**src/rtl/cfgmem_pkg.sv**
```systemverilog
package cfgmem_pkg;
   timeunit 1ns;
   timeprecision 100ps;

   typedef enum logic [3:0] {
      ST_IDLE,
      ST_DEV,
      ST_DEV_ACK,
      ST_WORD,
      ST_WORD_ACK,
      ST_RX,
      ST_RX_ACK,
      ST_TX,
      ST_MACK
   } link_state_e;
endpackage

```
**src/rtl/cfgmem_line_sampler.sv**
```systemverilog
module cfgmem_line_sampler #(
   parameter int SYNC_STAGES = 2
) (
   input  logic clk,
   input  logic rst_n,
   input  logic scl_i,
   input  logic sda_i,
   output logic scl_lvl,
   output logic sda_lvl,
   output logic scl_rise,
   output logic scl_fall,
   output logic start_det,
   output logic stop_det
);
   timeunit 1ns;
   timeprecision 100ps;

   logic [SYNC_STAGES-1:0] scl_sync, sda_sync;
   logic scl_q, sda_q;

   always_ff @(posedge clk or negedge rst_n) begin
      if (!rst_n) begin
         scl_sync <= '1;
         sda_sync <= '1;
         scl_q    <= 1'b1;
         sda_q    <= 1'b1;
      end else begin
         scl_sync <= {scl_sync[SYNC_STAGES-2:0], scl_i};
         sda_sync <= {sda_sync[SYNC_STAGES-2:0], sda_i};
         scl_q    <= scl_lvl;
         sda_q    <= sda_lvl;
      end
   end

   assign scl_lvl   = scl_sync[SYNC_STAGES-1];
   assign sda_lvl   = sda_sync[SYNC_STAGES-1];
   assign scl_rise  = scl_lvl & ~scl_q;
   assign scl_fall  = ~scl_lvl & scl_q;
   assign start_det = scl_lvl & scl_q & sda_q & ~sda_lvl;
   assign stop_det  = scl_lvl & scl_q & ~sda_q & sda_lvl;
endmodule

```
**src/rtl/cfgmem_store.sv**
```systemverilog
module cfgmem_store #(
   parameter int MEM_BYTES    = 256,
   parameter int PAGE_BYTES   = 16,
   parameter int PROT_BYTES   = 128,
   parameter int WRITE_CYCLES = 1_200_000,
   localparam int AW = $clog2(MEM_BYTES),
   localparam int PW = $clog2(PAGE_BYTES)
) (
   input  logic          clk,
   input  logic          rst_n,
   input  logic          stage_en,
   input  logic [PW-1:0] stage_idx,
   input  logic [AW-PW-1:0] stage_base,
   input  logic [7:0]    stage_data,
   input  logic          stage_clr,
   input  logic          lock_req,
   input  logic          commit,
   input  logic [AW-1:0] rd_addr,
   output logic [7:0]    rd_data,
   output logic          busy,
   output logic          lock_set
);
   timeunit 1ns;
   timeprecision 100ps;

   localparam int CW = $clog2(WRITE_CYCLES + 1);
   localparam logic [AW:0] PROT_LIM = (AW+1)'(PROT_BYTES);

   logic [7:0]            mem_q  [MEM_BYTES];
   logic [7:0]            page_q [PAGE_BYTES];
   logic [PAGE_BYTES-1:0] vld_q;
   logic [AW-PW-1:0]      base_q;
   logic                  lock_q, lock_pend_q;
   logic [CW-1:0]         busy_cnt;
   logic [AW-1:0]         slot_addr [PAGE_BYTES];
   logic [PAGE_BYTES-1:0] slot_ok;

   // one target address and one permission per staging slot
   for (genvar g = 0; g < PAGE_BYTES; g++) begin : g_slot
      assign slot_addr[g] = {base_q, PW'(g)};
      assign slot_ok[g]   = vld_q[g] & ~(lock_q & ({1'b0, slot_addr[g]} < PROT_LIM));
   end

   always_ff @(posedge clk or negedge rst_n) begin
      if (!rst_n) begin
         for (int i = 0; i < MEM_BYTES; i++) mem_q[i] <= 8'hFF;
         for (int i = 0; i < PAGE_BYTES; i++) page_q[i] <= 8'h00;
         vld_q       <= '0;
         base_q      <= '0;
         lock_q      <= 1'b0;
         lock_pend_q <= 1'b0;
         busy_cnt    <= '0;
      end else begin
         if (busy_cnt != '0) busy_cnt <= busy_cnt - CW'(1);
         if (stage_clr) begin
            vld_q       <= '0;
            lock_pend_q <= 1'b0;
         end else if (commit) begin
            if ((|vld_q) || lock_pend_q) busy_cnt <= CW'(WRITE_CYCLES);
            for (int i = 0; i < PAGE_BYTES; i++)
               if (slot_ok[i]) mem_q[slot_addr[i]] <= page_q[i];
            lock_q      <= lock_q | lock_pend_q;
            vld_q       <= '0;
            lock_pend_q <= 1'b0;
         end else begin
            if (stage_en) begin
               page_q[stage_idx] <= stage_data;
               vld_q[stage_idx]  <= 1'b1;
               base_q            <= stage_base;
            end
            if (lock_req) lock_pend_q <= 1'b1;
         end
      end
   end

   assign rd_data  = mem_q[rd_addr];
   assign busy     = (busy_cnt != '0);
   assign lock_set = lock_q;
endmodule

```
**src/rtl/serial_config_mem.sv**
```systemverilog
module serial_config_mem
   import cfgmem_pkg::*;
#(
   parameter int MEM_BYTES    = 256,
   parameter int PAGE_BYTES   = 16,
   parameter int PROT_BYTES   = 128,
   parameter int WRITE_CYCLES = 1_200_000,
   parameter int SYNC_STAGES  = 2,
   parameter logic [3:0] ARRAY_TYPE = 4'b1010,
   parameter logic [3:0] LOCK_TYPE  = 4'b0110
) (
   input  logic       clk,
   input  logic       rst_n,
   input  logic [2:0] dev_sel_i,
   input  logic       scl_i,
   input  logic       sda_i,
   output logic       sda_drive_low_o
);
   timeunit 1ns;
   timeprecision 100ps;

   localparam int AW = $clog2(MEM_BYTES);
   localparam int PW = $clog2(PAGE_BYTES);

   // elaboration-time parameter checks
   if (MEM_BYTES != (1 << AW) || AW > 8)
      begin : g_bad_mem   $error("MEM_BYTES must be a power of two up to 256"); end
   if (PAGE_BYTES != (1 << PW) || PAGE_BYTES >= MEM_BYTES || PAGE_BYTES < 2)
      begin : g_bad_page  $error("PAGE_BYTES must be a power of two below MEM_BYTES"); end
   if (PROT_BYTES > MEM_BYTES || PROT_BYTES < 0)
      begin : g_bad_prot  $error("PROT_BYTES must not exceed MEM_BYTES"); end
   if (SYNC_STAGES < 2)
      begin : g_bad_sync  $error("SYNC_STAGES must be at least 2"); end
   if (WRITE_CYCLES < 1 || ARRAY_TYPE == LOCK_TYPE)
      begin : g_bad_misc  $error("WRITE_CYCLES must be positive and type codes distinct"); end

   logic scl_lvl, sda_lvl, scl_rise, scl_fall, start_det, stop_det;
   logic busy, lock_set;
   logic [7:0] rd_data;

   link_state_e   state;
   logic [3:0]    bit_cnt;
   logic [7:0]    shreg;
   logic [AW-1:0] ptr;
   logic          rd_dir, to_lock, mack, sda_oe_q;
   logic          byte_done, hit_array, hit_lock, stage_en, lock_req;

   cfgmem_line_sampler #(.SYNC_STAGES(SYNC_STAGES)) u_sampler (
      .clk(clk), .rst_n(rst_n), .scl_i(scl_i), .sda_i(sda_i),
      .scl_lvl(scl_lvl), .sda_lvl(sda_lvl), .scl_rise(scl_rise), .scl_fall(scl_fall),
      .start_det(start_det), .stop_det(stop_det));

   assign byte_done = scl_fall && (bit_cnt == 4'd8);
   assign hit_array = (shreg[7:4] == ARRAY_TYPE) && (shreg[3:1] == dev_sel_i) && !busy;
   assign hit_lock  = (shreg[7:4] == LOCK_TYPE) && (shreg[3:1] == dev_sel_i) && !shreg[0] && !busy;
   assign stage_en  = (state == ST_RX) && byte_done && !to_lock;
   assign lock_req  = (state == ST_DEV) && byte_done && hit_lock;

   cfgmem_store #(
      .MEM_BYTES(MEM_BYTES), .PAGE_BYTES(PAGE_BYTES),
      .PROT_BYTES(PROT_BYTES), .WRITE_CYCLES(WRITE_CYCLES)
   ) u_store (
      .clk(clk), .rst_n(rst_n),
      .stage_en(stage_en), .stage_idx(ptr[PW-1:0]), .stage_base(ptr[AW-1:PW]),
      .stage_data(shreg), .stage_clr(start_det), .lock_req(lock_req), .commit(stop_det),
      .rd_addr(ptr), .rd_data(rd_data), .busy(busy), .lock_set(lock_set));

   always_ff @(posedge clk or negedge rst_n) begin
      if (!rst_n) begin
         state    <= ST_IDLE;
         bit_cnt  <= '0;
         shreg    <= '0;
         ptr      <= '0;
         rd_dir   <= 1'b0;
         to_lock  <= 1'b0;
         mack     <= 1'b0;
         sda_oe_q <= 1'b0;
      end else if (start_det) begin
         state    <= ST_DEV;
         bit_cnt  <= '0;
         sda_oe_q <= 1'b0;
      end else if (stop_det) begin
         state    <= ST_IDLE;
         sda_oe_q <= 1'b0;
      end else begin
         case (state)
            ST_DEV, ST_WORD, ST_RX: begin
               if (scl_rise) begin
                  shreg   <= {shreg[6:0], sda_lvl};
                  bit_cnt <= bit_cnt + 4'd1;
               end else if (byte_done) begin
                  if (state == ST_DEV) begin
                     if (hit_array || hit_lock) begin
                        sda_oe_q <= 1'b1;
                        state    <= ST_DEV_ACK;
                        to_lock  <= hit_lock;
                        rd_dir   <= shreg[0];
                     end else begin
                        state <= ST_IDLE;
                     end
                  end else if (state == ST_WORD) begin
                     ptr      <= shreg[AW-1:0];
                     sda_oe_q <= 1'b1;
                     state    <= ST_WORD_ACK;
                  end else begin
                     if (!to_lock) ptr <= {ptr[AW-1:PW], ptr[PW-1:0] + PW'(1)};
                     sda_oe_q <= 1'b1;
                     state    <= ST_RX_ACK;
                  end
               end
            end
            ST_DEV_ACK, ST_WORD_ACK, ST_RX_ACK: begin
               if (scl_fall) begin
                  bit_cnt <= '0;
                  if (state == ST_DEV_ACK && rd_dir) begin
                     shreg    <= rd_data;
                     ptr      <= ptr + AW'(1);
                     sda_oe_q <= ~rd_data[7];
                     state    <= ST_TX;
                  end else begin
                     sda_oe_q <= 1'b0;
                     state    <= (state == ST_DEV_ACK && !to_lock) ? ST_WORD : ST_RX;
                  end
               end
            end
            ST_TX: begin
               if (scl_fall) begin
                  if (bit_cnt == 4'd7) begin
                     sda_oe_q <= 1'b0;
                     state    <= ST_MACK;
                  end else begin
                     shreg    <= {shreg[6:0], 1'b0};
                     sda_oe_q <= ~shreg[6];
                     bit_cnt  <= bit_cnt + 4'd1;
                  end
               end
            end
            ST_MACK: begin
               if (scl_rise) begin
                  mack <= ~sda_lvl;
               end else if (scl_fall) begin
                  bit_cnt <= '0;
                  if (mack) begin
                     shreg    <= rd_data;
                     ptr      <= ptr + AW'(1);
                     sda_oe_q <= ~rd_data[7];
                     state    <= ST_TX;
                  end else begin
                     state <= ST_IDLE;
                  end
               end
            end
            default: ;
         endcase
      end
   end

   assign sda_drive_low_o = sda_oe_q;
endmodule

```
**config.mk**
```make
export PLATFORM = sky130hd
export DESIGN_NAME = serial_config_mem
export DESIGN_NICKNAME = d
export VERILOG_FILES = /design/src/rtl/cfgmem_pkg.sv /design/src/rtl/cfgmem_line_sampler.sv /design/src/rtl/cfgmem_store.sv /design/src/rtl/serial_config_mem.sv
export SDC_FILE = /design/constraint.sdc
export NUM_CORES = 2
export LEC_CHECK = 0
export BUFFER_PORTS_ARGS = -buffer_cell sky130_fd_sc_hd__buf_4
export CORE_MARGIN = 3
export CORE_UTILIZATION = 50
export CTS_CLUSTER_DIAMETER = 30
export DETAILED_ROUTE_END_ITERATION = 8
export PLACE_DENSITY = 0.71
export SETUP_SLACK_MARGIN = 0.02
export SLEW_MARGIN = 40
export SYNTH_ARGS = -nofsm -noshare
export SYNTH_HDL_FRONTEND = slang
export SYNTH_SLANG_ARGS = --single-unit
```
**constraint.sdc**
```tcl
create_clock -name clk -period 2.4 [get_ports clk]
set_input_delay 0.12 -clock clk [delete_from_list [all_inputs] [get_ports clk]]
set_output_delay 0.12 -clock clk [all_outputs]
set_load 0.01 [all_outputs]
```
==> impl_summary.log <==
INFO  metric run_status = finished with violations
INFO  metric failed_checks = negative setup slack
INFO  metric cts_buffers = 471
INFO  metric area_growth_syn_to_layout = 36.1%
INFO  metric wl_per_cell = 40.0 µm
INFO  metric end_kind = register
INFO  metric max_slew.worst_pin.slew = 0.930 ns
INFO  metric start_util = 50.4%
INFO  metric number_of_antenna_violations_at_the_first_check_in_global_routing = 57
INFO  metric clk_transition_reported_paths = 0.05 ns
INFO  metric gp_congestion = 1.07
INFO  metric dp_hpwl = 311000 µm
INFO  metric ys.warnings.count = 0
INFO  metric cp_cell_sequence = buf_12, buf_16, buf_4, buf_8, buf_12, mux4_2, mux2i_2, buf_4, o21ai_0, a31oi_2, a2111oi_4, o32a_1
INFO  metric drv.max_cap_violation_count = 0
INFO  metric cp_top_family = compound AO/OA/AOI/OAI gates
INFO  metric via_count_of_the_first_global_routing_pass = 75994
INFO  metric clock_sinks = 2253
INFO  metric startpoint_type = register
INFO  metric worst_skew_pair.late_latency = 1.05 ns
INFO  metric rows = 167
INFO  metric max_slew_margin = 37.8%
INFO  metric ys_seq_elements = 2253
INFO  metric final_layout_size_suffix_gt1_share = 85.4%
INFO  metric tritoncts = yes
INFO  metric setup.worst_path.end = shreg[6]$_DFFE_PN0P_
INFO  metric initialDrtViolationCount = 8057
INFO  metric power_per_cell_area = 970 nW/µm²
INFO  metric period_share = 139%
INFO  metric max_freq = 299 MHz
INFO  metric cellLeakagePower = 58.8 nW
INFO  metric die_area = 215000 µm²
INFO  metric postSynthCellCount = 6703
INFO  metric synth_cell_type_count = 84
INFO  metric slowest_stage = dfrtp_4
INFO  metric synth-seq-area-share = 56.3%
INFO  metric finalWirelength = 458000 µm
INFO  metric grt_first_pass_wirelength = 616000 µm
INFO  metric die_w = 464 µm
INFO  metric worstPathBufferInverterCount = 6
INFO  metric synth_edf_count = 0
INFO  metric final_max_slew_viol_count = 0
INFO  metric endpoint_of_the_worst_register_to_register_path = shreg[6]$_DFFE_PN0P_
INFO  metric htree_levels = 5
INFO  metric rsz0062_at_grt = true
INFO  metric floorplan.die.height = 464 µm
INFO  metric timing.critical_path.fanout_max = 6
INFO  metric pwr_total = 138 mW
INFO  metric worst-path-stages = 12
INFO  metric io_pins = 8
INFO  metric root_buffer = clkbuf_16
INFO  metric final-setup-viol-count = 2138
INFO  metric critical_path.max_stage_delay = 0.54 ns
INFO  metric drtPass1Iterations = 7
INFO  metric post_synth.cell_area_avg = 15.6 µm²
INFO  metric grt_util_all_layers = 41.3%
INFO  metric hold_viol_final = 0
INFO  metric avgViaCountPerCell = 6.51
INFO  metric place_ws = -1.32 ns
INFO  metric globalRoute.totalOverflow = 0
INFO  metric hold_path_depth = 9
INFO  metric synth_fp_nets = 6717
INFO  metric timing_worst_setup_path_type = register to register
INFO  metric cp_data_required_time = 3.25 ns
INFO  metric synth_async_reset_ratio = 100%
INFO  metric ir_worst_vdd = 0.881 mV
INFO  metric post_detailed_route_count_of_antenna_violating_nets = 0
INFO  metric drc_violations_left = 0
INFO  metric endpoint_arrival_time_on_the_critical_path = 4.20 ns
INFO  metric grt_start_max_net_pins = 107
INFO  metric floorplan.core_area = 208000 µm²
INFO  metric dr_total_vias = 74598
INFO  metric mappedNetlistArea = 105000 µm²
INFO  metric worst-r2r-cell-count = 12
INFO  metric min-delay-path-class = input pin to register
INFO  metric ys_dominant_reg_cell = dfstp_2
INFO  metric worstSetupStartpoint = ptr[0]$_DFFE_PN0P_
INFO  metric place.port_buffers = 7
INFO  metric layout_setup_ws = -0.944 ns
INFO  metric min_period = 3.34 ns
INFO  metric rrSetupSlack = -0.94 ns
INFO  metric reg2reg_from = ptr[0]$_DFFE_PN0P_
INFO  metric clockBufferDepth = 4
INFO  metric finClkSkew = 0.116 ns
INFO  metric finalNetCount = 8265
==> flip-flops by register name (all words and copies together), names as in the netlist <==
register / cells
u_store.busy_cnt: 21
u_store.mem_q: 2048
mack: 1
bit_cnt: 4
rd_dir: 1
u_store.base_q: 4
ptr: 8
u_sampler.scl_sync: 2
state: 4
u_store.page_q: 128
u_store.lock_set: 1
u_store.lock_pend_q: 1
u_sampler.scl_q: 1
u_sampler.sda_q: 1
u_store.vld_q: 16
shreg: 8
u_sampler.sda_sync: 2
sda_drive_low_o: 1
to_lock: 1
==> how the worst min path moves through the flow <==
stage                                      end  slack (ns)    startpoint
2_1_floorplan           bit_cnt[0]$_DFFE_PN0P_       -0.18         rst_n
3_3_place_gp   u_sampler.sda_sync[0]$_DFF_PN1_        0.23         sda_i
3_5_place_dp   u_sampler.sda_sync[0]$_DFF_PN1_        0.23         sda_i
4_1_cts                   state[1]$_DFFE_PN0P_        0.06  dev_sel_i[1]
5_1_grt         u_store.mem_q[809]$_DFFE_PN1P_        0.13         rst_n
6_report                  state[1]$_DFFE_PN0P_        0.10  dev_sel_i[1]
==> routing by layer <==
metal	GRT usage [%]	vias to the layer above	wire (µm)	share of wire [%]
li1	-	28552	-	-
met1	54.2	40283	175000	38
met2	59.6	4593	196000	43
met3	14.3	1160	54100	12
met4	23.5	10	32600	7.1
met5	0	-	61	0.013
==> cell families (layout without fill, tap and decap cells) <==
kind of cell               Yosys count  after routing  synth area share [%]
xor gates and xnor gates            18             18                 0.151
and+or+nand+nor                    679            685                  3.58
adders and majority gates            7              7                0.0836
muxes                             2786           2786                  34.3
AOI/OAI and AO/OA                  521            521                  3.47
buffers and inverters              439           2372                  2.08
DFF                               2253           2253                  56.3
other                                0             23                     0
==> cells in the final DEF (no fill, tap or decap), types with 21 or more instances in the layout <==
cell type   instances
a211oi_1           35
a21oi_1            87
a22o_1             25
a22oi_1            57
buf_12            289
buf_4            1041
buf_6             100
buf_8              30
bufinv_16          67
clkbuf_1           51
clkbuf_16         484
clkbuf_8           61
clkinv_2           83
clkinv_4           40
clkinvlp_4         55
dfrtp_1           193
dfstp_2          2054
diode_2            23
inv_6              24
mux2_2           1718
mux2_4            478
mux2i_1           157
mux4_2            425
nand2_1           135
nand2_8            24
nand3_1            43
nand3_2            23
nand3_4            40
nor2_1             91
nor2_2             75
nor2_4             97
nor2b_1            21
o211ai_1           25
o21ai_0            48
o221ai_1           26
o22ai_1            51
==> through the flow <==
stage                     hold WS [ns]  area, µm²  TNS [ns]  std cells  utilization, %
after floorplan                 -0.176     105000   -0.0136       6703               -
after global placement           0.232     120000   -195.07      10429            57.6
after detailed placement         0.232     120000   -254.87      10430            57.6
after CTS                       0.0573     138000   -255.31      11370            66.6
after global routing             0.131     143000   -400.86      11434            68.6
final                            0.103     143000   -302.85      11453            68.6
==> power breakdown <==
group | switching (mW) | internal (mW) | total, mW
Clock | 21.8 | 45.3 | 67.1
Combinational | 18.7 | 13.0 | 31.7
Sequential | 0.719 | 38.7 | 39.5
==> Yosys cell counts (53+ instances only) <==
master | number | area (µm²)
buf_4 | 57 | 428
dfrtp_1 | 199 | 4980
mux2_2 | 2196 | 24700
dfstp_2 | 2054 | 54000
mux2i_1 | 165 | 1650
a22oi_1 | 77 | 578
buf_2 | 92 | 460
nand2_1 | 159 | 597
o21ai_0 | 53 | 265
nor2_1 | 142 | 533
a21oi_1 | 96 | 480
nor2_2 | 121 | 757
nand3_1 | 60 | 300
clkbuf_1 | 227 | 852
mux4_2 | 425 | 9570
o22ai_1 | 57 | 357
==> worst reg2reg max path: stages (launching register included) <==
cell	delay [ns]
dfrtp_4	0.54
buf_12	0.19
buf_16	0.17
buf_4	0.14
buf_8	0.13
buf_12	0.13
mux4_2	0.51
mux2i_2	0.28
buf_4	0.16
o21ai_0	0.23
a31oi_2	0.34
a2111oi_4	0.07
o32a_1	0.35
==> layout make-up <==
class	instances	area, µm²
fill	13293	65100
sequential	2253	59000
multi-input combinational	4017	47500
timing repair buffer	1494	16000
clock buffer	589	13000
clock inverter	275	3520
tap	2788	3490
inverter	14	60.1
antenna	23	57.6
==> repair_timing <==
item | 4_1_cts | 5_1_grt
gates resized for setup | 291 | 862
pin swaps | 43 | 113
endpoints found under the setup margin | 2208 | 2219
endpoints found under the hold margin | 1298 | 0
buffers inserted | 59 | 59
gates cloned | 14 | 7
hold buffers | 7 | 0
Power figures use the tool's default switching activity.
